**config.mk**
```make
export PLATFORM = sky130hd
export DESIGN_NAME = pld_macrocell
export DESIGN_NICKNAME = d
export VERILOG_FILES = /design/src/rtl/mc_pkg.sv /design/src/rtl/mc_rst_sync.sv /design/src/rtl/mc_pterm_logic.sv /design/src/rtl/mc_clk_ctrl.sv /design/src/rtl/mc_store.sv /design/src/rtl/pld_macrocell.sv
export SDC_FILE = /design/constraint.sdc
export NUM_CORES = 1
export LEC_CHECK = 0
export BUFFER_PORTS_ARGS = -buffer_cell sky130_fd_sc_hd__buf_2
export CAP_MARGIN = 20
export CORE_AREA = 2 2 39 41
export CTS_CLUSTER_SIZE = 12
export DETAILED_ROUTE_END_ITERATION = 8
export DIE_AREA = 0 0 41 43
export SKIP_LAST_GASP = 1
export SYNTH_ARGS = -nofsm -noshare
export SYNTH_HDL_FRONTEND = slang
export SYNTH_SLANG_ARGS = --single-unit
```
**constraint.sdc**
```tcl
create_clock -name clk -period 4.4 [get_ports clk]
set_input_delay 0.88 -clock clk [delete_from_list [all_inputs] [get_ports clk]]
set_output_delay 0.88 -clock clk [all_outputs]
set_load 0.1 [all_outputs]
```
**src/rtl/mc_pkg.sv**
```systemverilog
package mc_pkg;
  typedef enum logic [2:0] {
    MODE_D     = 3'd0,
    MODE_T     = 3'd1,
    MODE_JK    = 3'd2,
    MODE_SR    = 3'd3,
    MODE_LATCH = 3'd4,
    MODE_COMB  = 3'd5
  } mc_mode_e;

  localparam logic [1:0] XSEL_ZERO = 2'd0;
  localparam logic [1:0] XSEL_ONE  = 2'd1;

  function automatic logic is_bypass(input logic [2:0] m);
    return (m > 3'd4);
  endfunction
endpackage

```
**src/rtl/mc_rst_sync.sv**
```systemverilog
module mc_rst_sync #(
  parameter int STAGES = 2
) (
  input  logic clk,
  input  logic rst_n,
  output logic rst_q_n
);
  logic [STAGES-1:0] chain_q;
  logic [STAGES-1:0] chain_d;

  generate
    if (STAGES == 1) begin : g_one
      assign chain_d = 1'b1;
    end else begin : g_many
      assign chain_d = {chain_q[STAGES-2:0], 1'b1};
    end
  endgenerate

  always_ff @(posedge clk or negedge rst_n) begin
    if (!rst_n) chain_q <= '0;
    else        chain_q <= chain_d;
  end

  assign rst_q_n = chain_q[STAGES-1];
endmodule

```
**src/rtl/mc_pterm_logic.sv**
```systemverilog
module mc_pterm_logic #(
  parameter int NUM_PT = 3
) (
  input  logic [NUM_PT-1:0] pt_sum,
  input  logic              pt_xor,
  input  logic [1:0]        cfg_xsel,
  output logic              xr_out
);
  import mc_pkg::*;

  logic or_sum;
  logic leg_b;

  always_comb begin
    or_sum = 1'b0;
    for (int i = 0; i < NUM_PT; i++) begin
      or_sum = or_sum | pt_sum[i];
    end
  end

  always_comb begin
    unique case (cfg_xsel)
      XSEL_ZERO: leg_b = 1'b0;
      XSEL_ONE:  leg_b = 1'b1;
      default:   leg_b = pt_xor;
    endcase
  end

  assign xr_out = or_sum ^ leg_b;
endmodule

```
**src/rtl/mc_clk_ctrl.sv**
```systemverilog
module mc_clk_ctrl (
  input  logic clk,
  input  logic rst_q_n,
  input  logic cfg_clk_array,
  input  logic cfg_clk_neg,
  input  logic pt_clk,
  output logic tick,
  output logic gate
);
  logic prev_q;
  logic prev_d;
  logic rise;
  logic fall;

  always_comb begin
    prev_d = pt_clk;
    rise   = ~prev_q & pt_clk;
    fall   = prev_q & ~pt_clk;
    if (cfg_clk_array) tick = cfg_clk_neg ? fall : rise;
    else               tick = 1'b1;
    gate = pt_clk ^ cfg_clk_neg;
  end

  always_ff @(posedge clk or negedge rst_q_n) begin
    if (!rst_q_n) prev_q <= 1'b0;
    else          prev_q <= prev_d;
  end
endmodule

```
**src/rtl/mc_store.sv**
```systemverilog
module mc_store (
  input  logic       clk,
  input  logic       rst_q_n,
  input  logic [2:0] cfg_mode,
  input  logic       tick,
  input  logic       gate,
  input  logic       d_in,
  input  logic       aux_in,
  input  logic       preset_n,
  input  logic       clear_n,
  output logic       q_vis
);
  import mc_pkg::*;

  mc_mode_e mode;
  logic     state_q;
  logic     state_d;
  logic     ff_next;
  logic     upd_en;

  assign mode = mc_mode_e'(cfg_mode);

  always_comb begin
    unique case (mode)
      MODE_D:  ff_next = d_in;
      MODE_T:  ff_next = state_q ^ d_in;
      MODE_JK: begin
        unique case ({d_in, aux_in})
          2'b10:   ff_next = 1'b1;
          2'b01:   ff_next = 1'b0;
          2'b11:   ff_next = ~state_q;
          default: ff_next = state_q;
        endcase
      end
      MODE_SR: begin
        unique case ({d_in, aux_in})
          2'b10:   ff_next = 1'b1;
          2'b01:   ff_next = 1'b0;
          default: ff_next = state_q;
        endcase
      end
      MODE_LATCH: ff_next = d_in;
      default:    ff_next = state_q;
    endcase
  end

  always_comb begin
    if (mode == MODE_LATCH)     upd_en = gate;
    else if (cfg_mode <= 3'd3)  upd_en = tick;
    else                        upd_en = 1'b0;
  end

  always_comb begin
    if (!clear_n)       state_d = 1'b0;
    else if (!preset_n) state_d = 1'b1;
    else if (upd_en)    state_d = ff_next;
    else                state_d = state_q;
  end

  always_ff @(posedge clk or negedge rst_q_n) begin
    if (!rst_q_n) state_q <= 1'b0;
    else          state_q <= state_d;
  end

  always_comb begin
    if (is_bypass(cfg_mode))                 q_vis = d_in;
    else if (!clear_n)                       q_vis = 1'b0;
    else if (!preset_n)                      q_vis = 1'b1;
    else if ((mode == MODE_LATCH) && gate)   q_vis = d_in;
    else                                     q_vis = state_q;
  end
endmodule

```
**src/rtl/pld_macrocell.sv**
```systemverilog
module pld_macrocell #(
  parameter int NUM_PT     = 3,
  parameter int RST_STAGES = 2
) (
  input  logic              clk,
  input  logic              rst_n,
  input  logic [2:0]        cfg_mode,
  input  logic [1:0]        cfg_xsel,
  input  logic              cfg_clk_array,
  input  logic              cfg_clk_neg,
  input  logic [NUM_PT-1:0] pt_sum,
  input  logic              pt_xor,
  input  logic              pt_aux,
  input  logic              pt_clk,
  input  logic              preset_n,
  input  logic              clear_n,
  input  logic              pt_oe,
  input  logic              pin_i,
  output logic              pin_o,
  output logic              pin_oe,
  output logic              mc_fb,
  output logic              io_fb
);
  logic rst_q_n;
  logic xr_out;
  logic tick;
  logic gate;
  logic q_vis;

  mc_rst_sync #(.STAGES(RST_STAGES)) u_rst (
    .clk     (clk),
    .rst_n   (rst_n),
    .rst_q_n (rst_q_n)
  );

  mc_pterm_logic #(.NUM_PT(NUM_PT)) u_logic (
    .pt_sum   (pt_sum),
    .pt_xor   (pt_xor),
    .cfg_xsel (cfg_xsel),
    .xr_out   (xr_out)
  );

  mc_clk_ctrl u_clk (
    .clk           (clk),
    .rst_q_n       (rst_q_n),
    .cfg_clk_array (cfg_clk_array),
    .cfg_clk_neg   (cfg_clk_neg),
    .pt_clk        (pt_clk),
    .tick          (tick),
    .gate          (gate)
  );

  mc_store u_store (
    .clk      (clk),
    .rst_q_n  (rst_q_n),
    .cfg_mode (cfg_mode),
    .tick     (tick),
    .gate     (gate),
    .d_in     (xr_out),
    .aux_in   (pt_aux),
    .preset_n (preset_n),
    .clear_n  (clear_n),
    .q_vis    (q_vis)
  );

  assign mc_fb  = q_vis;
  assign pin_o  = q_vis;
  assign pin_oe = pt_oe;
  assign io_fb  = pt_oe ? q_vis : pin_i;
endmodule

```
==> summary.md <==
| Metric | Value |
|---|---|
| Outcome | finished, final reports clean |
| Fin nets | 85 |
| Syn. warnings | 0 |
| FF/Latch Area | 100 um2 |
| Post-synthesis sequential area ratio | 0.278 |
| Inserted Diodes | 0 |
| Achievable Freq | 308 MHz |
| H-tree depth | 1 |
| Cell Rows | 14 |
| Post-synthesis net count | 60 |
| MaxCap Viol Count | 0 |
| Crit end category | primary output |
| Reg-to-reg critical path startpoint | u_clk.prev_q |
| Initial antenna violation count | 0 |
| Share of layout cells above drive strength 1 | 0.500 |
| Finished Core Util | 0.360 |
| TritonCTS Buffers | 3 |
| Drt first pass iters | 4 |
| Die area | 0.00176 mm2 |
| CP required | 3.52 ns |
| Sink Count | 4 |
| Post-route setup TNS | 0 ns |
| Root Buffer | clkbuf_4 |
| Tmin final | 3.24 ns |
| Post-synth ARST share | 1.00 |
| Top post-synthesis cells by area | dfrtp_1, mux2i_1, ha_1 |
| Largest net degree at the start of global routing | 7 |
| Avg Cell Area, Syn | 9.24 um2 |
| Synth top area share | 0.278 |
| Clk_skew | 0.00263 ns |
| CTS resizes | 0 |
| RSZ-0062 raised after global routing | no |
| Post-detailed-route count of antenna-violating nets | 0 |
| Max rail drop VDD | 0.165 mV |
| Fin area | 498 um2 |
| Area of the multi-input gates | 241 um2 |
| Wirelength, routed | 718 um |
| Clk buf depth | 2 |
| Initial Utilization | 0.260 |
| Final number of hold-violating endpoints | 0 |
| Tot GR Track Use | 0.0869 |
| Via density | 4.49 |
| Syn Inst Count | 39 |
| Worst Path Max Fanout | 4 |
| PortBufs | 22 |
| R2R depth | 5 |
| CP peak stage delay | 0.41 ns |
| DP Area | 475 um2 |
| 1st-iter DRT viols | 2 |
| Routability Congestion | 0.702 |
| Area growth, synth to finish | 38.2% |
| CTS tree | yes |
| Crit path kind | in2out |
| Post-synth EDFFs | 0 |
| Reg clk slew, reported paths | 0.04 ns |
| CP endpoint | io_fb |
| Endpoints failing setup | 0 |
| Worst EP arrival | 2.36 ns |
| Top-Level Pins | 23 |
| R2R setup slack | 3.31 ns |
| Post-CTS setup buffers | 0 |
| Clk Latency, worst-skew pair | 0.23 ns |
| Slowest CP cell | buf_2 |
| Largest area contributor in the netlist | dfrtp_1 |
| Synth Register Bits | 4 |
| Leakage | 0.248 nW |
| Cell Pwr Density | 307 mW/mm2 |
| CORE AREA | 0.00138 mm2 |
| CP startpoint kind | input pin |
| RR Endpoint | u_store.state_q |
| Crit-path cells | buf_2 -> nor3_4 -> xnor2_1 -> mux2_2 -> a21oi_2 -> mux2_2 -> buf_2 |
| Post-synth top cells | dfrtp_1, nand2b_1, mux2i_1, nand3_1, o21ai_0 |
| Mapped Area | 360 um2 |
| Crit path launch | pt_sum[2] |
| Hold buffer count at CTS | 0 |
| Slew Limit Fails | 0 |
| HP Class | reg2async |
| Fill cell count | 148 |
| Routed len/inst | 9.21 um |
| DR vias | 350 |
| Tcrit/Tclk final | 0.737 |
| Die span in x | 41 um |
| Dominant synthesized flop cell | dfrtp_1 |
| Chip height | 43 um |
| First-pass GRT wire length | 1.05 mm |
| DRC viols | 0 |
| HPWL after DPL | 611 um |
| Library cells used by synthesis | 21 |
| Hold Slack | 0.0171 ns |
| GRT overflow | 0 |
| Number of global-route vias before repair | 293 |
## critical path, delay by kind of cell
| family | cells | cell delay, ns |
|---|---|---|
| compound gates | 1 | 0.16 |
| xor+xnor | 1 | 0.17 |
| buf+inv | 2 | 0.52 |
| mux | 2 | 0.46 |
| simple gates | 1 | 0.17 |
## worst min-delay path by stage
stage	to	start	slack (ns)	depth (start not counted)
global route	u_store.state_q	u_rst.chain_q[1]	0.03	0
detailed placement	u_clk.prev_q	u_rst.chain_q[1]	0.02	0
finish	u_store.state_q	u_rst.chain_q[1]	0.02	0
global placement	u_clk.prev_q	u_rst.chain_q[1]	0.02	0
floorplan	u_clk.prev_q	u_rst.chain_q[1]	0.01	0
CTS	u_store.state_q	u_rst.chain_q[1]	0.02	0
## registers in the layout (all words and copies together), names as in the netlist
signal,cells
u_clk.prev_q,1
u_store.state_q,1
u_rst.chain_q,2
## where the power goes
group          internal (W)   total, W  switching, W  leakage (nW)
Combinational     0.0000206  0.0000676     0.0000471         0.187
Sequential        0.0000394  0.0000414    0.00000201        0.0473
Clock             0.0000304  0.0000440     0.0000136        0.0138
Total             0.0000904   0.000153     0.0000627         0.248
## per-stage QoR
step / power [W] / setup WS (ns) / cells
finish: 0.000153 / 1.16 / 78
floorplan: 0.0000943 / 0.446 / 39
CTS: 0.000158 / 1.14 / 78
global placement: 0.000110 / 1.15 / 75
global route: 0.000165 / 1.04 / 78
detailed placement: 0.000110 / 1.14 / 75
## placed cells by master (no fill, tap or decap), drive strengths merged
cell,Yosys,routed
mux2,2,2
a22oi,1,1
xnor2,2,2
nand2,2,2
buf,2,22
o21a,1,1
mux2i,3,3
nand3,3,3
nand2b,4,4
conb,1,1
a21oi,1,1
nor2,2,2
xor2,1,1
nor3,1,1
dfrtp,4,4
ha,2,2
a31o,1,1
nand4,1,1
inv,1,1
clkbuf,0,3
a41oi,1,1
o21ai,3,3
## kinds of logic after synthesis
logic type,share of synthesized area
buf+inv,0.0521
other cells,0.0104
compound gates,0.156
fa+ha+maj,0.0694
mux,0.146
flops,0.278
xor+xnor,0.0729
simple gates,0.215
## area by class of cell
cell class                 instances  area share
clock buffer                       3      0.0452
inverter                           1     0.00754
multi-input combinational         32       0.485
sequential                         4       0.201
tap                               16      0.0402
timing repair buffer              22       0.221
## metal layers
layer / global-route usage / wire length, um / vias up
met5: 0 / 0 / -
met1: 0.102 / 299 / 151
met2: 0.134 / 361 / 13
li1: - / - / 186
met4: 0.0600 / 0 / 0
met3: 0.0157 / 57 / 0
Note: power is estimated with default switching activity, not from simulation.
